`config.mk`:
```
export PLATFORM = sky130hd
export DESIGN_NAME = bus_pattern_trigger
export DESIGN_NICKNAME = d
export VERILOG_FILES = /design/src/rtl/bpt_pkg.sv /design/src/rtl/bpt_capture.sv /design/src/rtl/bpt_compare.sv /design/src/rtl/bpt_edge_fsm.sv /design/src/rtl/bus_pattern_trigger.sv
export SDC_FILE = /design/constraint.sdc
export NUM_CORES = 1
export LEC_CHECK = 0
export CORE_ASPECT_RATIO = 0.9
export CORE_MARGIN = 10
export CORE_UTILIZATION = 40
export CTS_BUF_LIST = sky130_fd_sc_hd__clkbuf_16
export CTS_CLUSTER_SIZE = 10
export DETAILED_ROUTE_END_ITERATION = 10
export DONT_BUFFER_PORTS = 1
export HOLD_SLACK_MARGIN = 0.05
export PLACE_DENSITY = 0.55
export SLEW_MARGIN = 40
export SYNTH_ARGS = -nofsm -noshare
export SYNTH_HDL_FRONTEND = slang
export SYNTH_HIERARCHICAL = 1
export SYNTH_SLANG_ARGS = --single-unit
export TNS_END_PERCENT = 20
```
`constraint.sdc`:
```
create_clock -name clk -period 2 [get_ports clk]
set_clock_uncertainty 0.15 [all_clocks]
set_input_delay 0.5 -clock clk [delete_from_list [all_inputs] [get_ports clk]]
set_output_delay 0.5 -clock clk [all_outputs]
set_load 0.005 [all_outputs]
```
`src/rtl/bpt_pkg.sv`:
```
package bpt_pkg;

    typedef enum logic [1:0] {
        ST_WAIT = 2'd0,
        ST_FIRE = 2'd1,
        ST_HOLD = 2'd2
    } trig_state_e;

endpackage

```
`src/rtl/bpt_capture.sv`:
```
module bpt_capture #(
    parameter int W = 24
) (
    input  logic         clk,
    input  logic         rst,
    input  logic         strobe_d,
    input  logic [W-1:0] bus_d,
    input  logic [W-1:0] ref_d,
    input  logic [W-1:0] care_d,
    output logic         strobe_q,
    output logic [W-1:0] bus_q,
    output logic [W-1:0] ref_q,
    output logic [W-1:0] care_q
);

    always_ff @(posedge clk) begin
        if (rst) begin
            strobe_q <= 1'b0;
            bus_q    <= '0;
            ref_q    <= '0;
            care_q   <= '0;
        end else begin
            strobe_q <= strobe_d;
            bus_q    <= bus_d;
            ref_q    <= ref_d;
            care_q   <= care_d;
        end
    end

endmodule

```
`src/rtl/bpt_compare.sv`:
```
module bpt_compare #(
    parameter int W = 24
) (
    input  logic         clk,
    input  logic         rst,
    input  logic         strobe_q,
    input  logic [W-1:0] bus_q,
    input  logic [W-1:0] ref_q,
    input  logic [W-1:0] care_q,
    output logic         match
);

    logic [W-1:0] pulled;
    logic [W-1:0] bit_hit;

    // Each bit: a disabled bit behaves like an open input with a pull-up.
    for (genvar i = 0; i < W; i++) begin : g_bit
        assign pulled[i]  = care_q[i] ? bus_q[i] : 1'b1;
        assign bit_hit[i] = ~(pulled[i] ^ ref_q[i]);
    end

    assign match = strobe_q & (&bit_hit);

    assert_strobe_gate_R4: assert property (@(posedge clk) disable iff (rst)
        !strobe_q |-> !match);

    assert_dontcare_zero_R3: assert property (@(posedge clk) disable iff (rst)
        (|(~care_q & ~ref_q)) |-> !match);

endmodule

```
`src/rtl/bpt_edge_fsm.sv`:
```
module bpt_edge_fsm
    import bpt_pkg::*;
(
    input  logic clk,
    input  logic rst,
    input  logic match,
    output logic trig
);

    trig_state_e state, state_nx;

    always_ff @(posedge clk) begin
        if (rst) state <= ST_WAIT;
        else     state <= state_nx;
    end

    always_comb begin
        state_nx = state;
        unique case (state)
            ST_WAIT: if (match)  state_nx = ST_FIRE;
            ST_FIRE: state_nx = match ? ST_HOLD : ST_WAIT;
            ST_HOLD: if (!match) state_nx = ST_WAIT;
            default: state_nx = ST_WAIT;
        endcase
    end

    always_comb begin
        trig = (state == ST_FIRE);
    end

    assert_single_pulse_R5: assert property (@(posedge clk) disable iff (rst)
        trig |=> !trig);

    assert_no_retrigger_R6: assert property (@(posedge clk) disable iff (rst)
        (match && $past(match)) |=> !trig);

endmodule

```
`src/rtl/bus_pattern_trigger.sv`:
```
module bus_pattern_trigger
    import bpt_pkg::*;
#(
    parameter int ADDR_W = 16,
    parameter int DATA_W = 8
) (
    input  logic                     clk,
    input  logic                     rst,
    input  logic                     bus_strobe,
    input  logic [ADDR_W-1:0]        addr_in,
    input  logic [DATA_W-1:0]        data_in,
    input  logic [ADDR_W+DATA_W-1:0] pat_ref,
    input  logic [ADDR_W+DATA_W-1:0] pat_care,
    output logic                     trig_out
);

    localparam int BUS_W = ADDR_W + DATA_W;

    logic             strobe_q;
    logic [BUS_W-1:0] bus_q;
    logic [BUS_W-1:0] ref_q;
    logic [BUS_W-1:0] care_q;
    logic             match;

    bpt_capture #(.W(BUS_W)) u_cap (
        .clk      (clk),
        .rst      (rst),
        .strobe_d (bus_strobe),
        .bus_d    ({addr_in, data_in}),
        .ref_d    (pat_ref),
        .care_d   (pat_care),
        .strobe_q (strobe_q),
        .bus_q    (bus_q),
        .ref_q    (ref_q),
        .care_q   (care_q)
    );

    bpt_compare #(.W(BUS_W)) u_cmp (
        .clk      (clk),
        .rst      (rst),
        .strobe_q (strobe_q),
        .bus_q    (bus_q),
        .ref_q    (ref_q),
        .care_q   (care_q),
        .match    (match)
    );

    bpt_edge_fsm u_fsm (
        .clk   (clk),
        .rst   (rst),
        .match (match),
        .trig  (trig_out)
    );

    // a pulse traces back to a strobe sampled two edges earlier
    assert_latency_R7: assert property (@(posedge clk) disable iff (rst)
        trig_out |-> $past(bus_strobe, 2));

endmodule

```
# --- Word-level counts from Yosys, hierarchy flattened ---
# Cells that the tools add are included.
word_totals:
  register_bits: 75
  input_bits: 75
  output_inout_bits: 1
  wordCells: 89
classes:
  eq_ne: 4
  n_mux: 28
  n_bitwise: 49
  n_reduce_logical: 3
ops:
  columns: ["op", "count"]
  rows:
  - ["$mux W1", 24]
  - ["$not A1 Y1", 24]
  - ["$reduce_and A24 Y1", 1]
  - ["$xor A1 B1 Y1", 24]
  - ["$mux W2", 3]
  - ["$pmux W2 S3", 1]
  - ["$eq A2 B1 Y1 const B", 1]
  - ["$eq A2 B2 Y1 const B", 1]
  - ["$logic_not A2 Y1", 1]
  - ["$ne A2 B1 Y1 const B", 1]
  - ["$ne A2 B2 Y1 const B", 1]
  - ["$reduce_and A2 Y1", 1]
  - ["$and A1 B1 Y1", 1]

# --- Logic depth before layout (Yosys ltp) ---
logic_depth:
  depth_word: 7
  depth_mapped: 7
  ltp_nobuf: 7

# --- Hierarchy ---
# Netlist, hierarchy kept.
modules_own_cells:
  columns: ["module", "n_inst", "cells_per_inst", "area_each_um2", "seq_area_each_um2"]
  rows:
  - ["bpt_capture", 1, 154, 2008.2, 1461.4]
  - ["bpt_compare", 1, 57, 451.7, 0.0]
  - ["bpt_edge_fsm", 1, 7, 72.6, 40.0]

# --- Worst setup path after synthesis ---
# Ideal clock, no wire load.
synth_timing:
  kind: "register to register"
  start: "register u_cap.care_q[23]"
  end: "register u_fsm.state[0]"
  setup_time_ns: 0.078
  t_arrival_ns: 1.336
  required_ns: 1.772
  path_slack_ns: 0.437
  stages_incl_launch_ff: 8
  path_buffers: 0
  synth_period_minus_slack_ns: 1.563
  cell_sequence: "dfxtp_1 nor2b_2 xnor2_1 nor4_2 nand3_1 nor4_2 nand2b_1 nor3_1"
synth_between:
  elab_chain_len: 7
  word_cells_on_any_way: 8
  classes_between: "eq/ne: 2; mux: 1; bitwise: 3; reduce/logical: 2"
synth_rtl:
  columns: ["element", "line_no", "rtl"]
  rows:
  - ["from (decl)", "bpt_capture.sv:13", "output logic [W-1:0] care_q"]
  - ["from (signal assigned)", "bpt_capture.sv:26", "care_q <= care_d;"]
  - ["$mux W1 *", "bpt_compare.sv:18", "assign pulled[i] = care_q[i] ? bus_q[i] : 1'b1;"]
  - ["$xor A1 B1 Y1 *", "bpt_compare.sv:19", "assign bit_hit[i] = ~(pulled[i] ^ ref_q[i]);"]
  - ["$not A1 Y1 *", "bpt_compare.sv:19", null]
  - ["$reduce_and A24 Y1 *", "bpt_compare.sv:22", "assign match = strobe_q & (&bit_hit);"]
  - ["$and A1 B1 Y1 *", "bpt_compare.sv:22", null]
  - ["via match", "bus_pattern_trigger.sv:23", "logic match;"]
  - ["$ne A2 B2 Y1 (no line) or $ne A2 B1 Y1 (tied branches)", null, null]
  - ["$reduce_and A2 Y1 (no line) *", null, null]
  - ["to (signal assigned)", "bpt_edge_fsm.sv:14", "else state <= state_nx;"]
  - ["to (decl)", "bpt_edge_fsm.sv:10", "trig_state_e state, state_nx;"]
# Mark *: on every way through the listed nets, which the timed path passes. The rest lies on a longest branch.
# A chain may end at the register's enable or synchronous reset.

# --- Worst setup path after layout ---
layout_timing:
  start: "register u_cap.care_q[0]"
  end: "register u_fsm.state[0]"
# The elaborated chain is that of the path after synthesis.

==> results.txt <==
Post-Synth Simple-Gate Area - 28.5%
Post-synth cell types - 14
Status - completed
Adder-Cell Fraction of Synth Area - 0%
Largest family of logic cells by synthesized area - simple AND/OR/NAND/NOR gates
Pwr dens - 1180 mW/mm2
Sink Count - 75
FF-to-FF End - u_fsm/state[0]
Wl on met1 - 1760 um
Hold endpoint - u_cap/care_q[8]
Met2 WL - 1940 um
Type of the worst setup path - flop to flop
Maxcap violations - 0
Syn Nets - 293
Clock Path Buffers - 2
Register area share after synthesis - 59.3%
Post-CTS setup buffers - 0
Hold Startpoint - rst
Cell accounting for the most synthesized area - dfxtp_1
RSZ-0062 raised after global routing - false
Setup TNS - 0 ps
Clk slew on worst S/H paths - 60 ps
GP Congestion - 0.661
HP Class - input port to flop
Die Ht - 95.5 um
First-pass GRT wire length - 6600 um
Mapped Area - 0.00253 mm2
Synth Instances - 218
CP Launch Type - flop
DR pass1 iterations - 5
Fin crit share - 87.0%
Largest net degree at the start of global routing - 75
CP endpoint kind - flop
WP data required - 2100 ps
Fill count - 600
Finished Layout Cells - 314
Slew Viols, Final - 0
Clk root buf - clkbuf_16
H-Tree Depth - 3
Vias in the first global route - 1339
Layout cells sized above 1 - 11.5%
Final WS setup - 260 ps
Die width - 104 um
Critical Path AT - 1840 ps
Worst IR Drop VDD - 687 uV
R2r setup slk - 260 ps
Compound-cell area share of the yosys netlist - 0%
Via density - 4.06
Metal3 WL - 389 um
Clock Latency Late Sink - 320 ps
Die area - 0.00992 mm2
Yosys warning total - 6
Final hold viol count - 0
Hold path cells - 1
Routed WL per cell - 13.2 um
CTS tree - done
Tmin final - 1740 ps
Drc violations - 0
Num CTS Buffers - 9
Top cell type's share of synthesized area - 59.3%
DRT iter0 DRCs - 18
Peak Freq - 575 MHz
Dpl ws - 213 ps
Area Growth Syn to Fin - 13.4%
Total congestion overflow - 0
Reg2reg start - u_cap/care_q[0]
Crit-path max FO - 2
HPWL Detailed - 3040 um
Seq cells post-synth - 75
Total Nets Final - 296
Largest cells by area after synthesis - dfxtp_1 (59%), nor2b_1 (20%), xnor2_1 (8.6%), buf_6 (3.6%), nand2b_1 (2.5%)
Final setup viols - 0
Post-Syn Area per Cell - 11.6 um2
Post-Synth XOR/XNOR Area - 8.65%
Hold WS - 104 ps
Overall via count from detail_route - 1276
I/O Buffers - 0
Post-synthesis mux area share - 0%
Highest Signal Layer - met5
Inst Count DP - 297
FP Rows - 27
Post-DRT Antenna Nets - 0
Leakage power - 0.00105 uW
Post-CTS sizing - 0
Slew HR - 82.0%
Antenna violations before repair - 2
Hold buffers post-CTS - 0
I/O pins - 76
Global Route Usage Sum - 8.76%
Initial core utilization - 41.2%
Total routed wirelength - 4140 um
Reg2Reg Depth - 7
Slew @ Worst Pin - 267 ps
Core box area - 0.00615 mm2
[flip-flops by register name, summed over array words and instances (netlist names)]
register        flops
u_cap/bus_q        24
u_cap/care_q       24
u_cap/ref_q        24
u_cap/strobe_q      1
u_fsm/state         2
[metrics by stage]
step / power, uW / utilization, % / area, um2
3_5_place_dp: 1760 / 41.5 / 2550
5_1_grt: 3520 / 46.7 / 2870
4_1_cts: 3440 / 46.7 / 2870
2_1_floorplan: 1770 / - / 2530
3_3_place_gp: 1760 / 41.5 / 2550
6_report: 3380 / 46.7 / 2870
[worst max-delay path, cell delays in order (launching register included)]
cell	delay (ps)
dfxtp_1	290
nor2b_2	140
xnor2_1	140
nor4_2	310
nand3_1	150
nor4_2	270
nand2b_1	90
nor3_1	120
[synth_stat cells (all sizes together)]
cell and number:
and2b 1, buf 8, dfxtp 75, nand2b 10, nand3 2, nand4 2, nor2 1, nor2b 88
nor3 2, nor4 4, xnor2 25
[layer usage]
| metal | global-route usage [%] | vias to the layer above |
|---|---|---|
| met5 | 0 | - |
| met4 | 3.47 | 2 |
| met3 | 6.47 | 6 |
| met2 | 13.4 | 47 |
| met1 | 9.15 | 544 |
| li1 | - | 677 |
[area by class of cell]
class | instances | area (um2) | share of cell area, %
Multi-Input combinational cell | 135 | 941 | 32.8
Clock buffer | 9 | 225 | 7.84
Tap cell | 87 | 109 | 3.79
Sequential cell | 75 | 1500 | 52.3
Antenna cell | 1 | 2.50 | 0.0871
Clock inverter | 7 | 92.6 | 3.22
[layout by cell type, fill, tap and decap left out, drive strengths merged, types with 2 or more instances in the layout]
| cell | Yosys | routed |
|---|---|---|
| bufinv | 0 | 2 |
| clkbuf | 0 | 9 |
| clkinv | 0 | 2 |
| clkinvlp | 0 | 3 |
| dfxtp | 75 | 75 |
| nand2b | 10 | 10 |
| nand3 | 2 | 2 |
| nand4 | 2 | 2 |
| nor2b | 88 | 88 |
| nor3 | 2 | 2 |
| nor4 | 4 | 4 |
| xnor2 | 25 | 25 |
[kinds of logic (layout without fill, tap and decap cells)]
logic type	count (synthesis)	after routing
simple gates	110	110
flops	75	75
xor+xnor	25	25
buf+inv	8	16
other cells	0	1
[power breakdown]
part | switching [uW] | leakage (uW) | internal [uW]
clock network | 570 | 0.000147 | 1090
registers | 22.5 | 0.000625 | 1570
logic | 44.7 | 0.000275 | 85.6
[worst max-delay path by stage]
| stage | start | end | slack [ps] | cells past startpoint |
|---|---|---|---|---|
| floorplan | u_cap/care_q[23] | u_fsm/state[0] | 440 | 7 |
| global placement | u_cap/care_q[0] | u_fsm/state[0] | 220 | 7 |
| detailed placement | u_cap/care_q[0] | u_fsm/state[0] | 210 | 7 |
| CTS | u_cap/care_q[0] | u_fsm/state[0] | 190 | 7 |
| global route | u_cap/care_q[23] | u_fsm/state[0] | 170 | 7 |
| finish | u_cap/care_q[0] | u_fsm/state[0] | 260 | 7 |
Note: power is estimated with default switching activity, not from simulation.
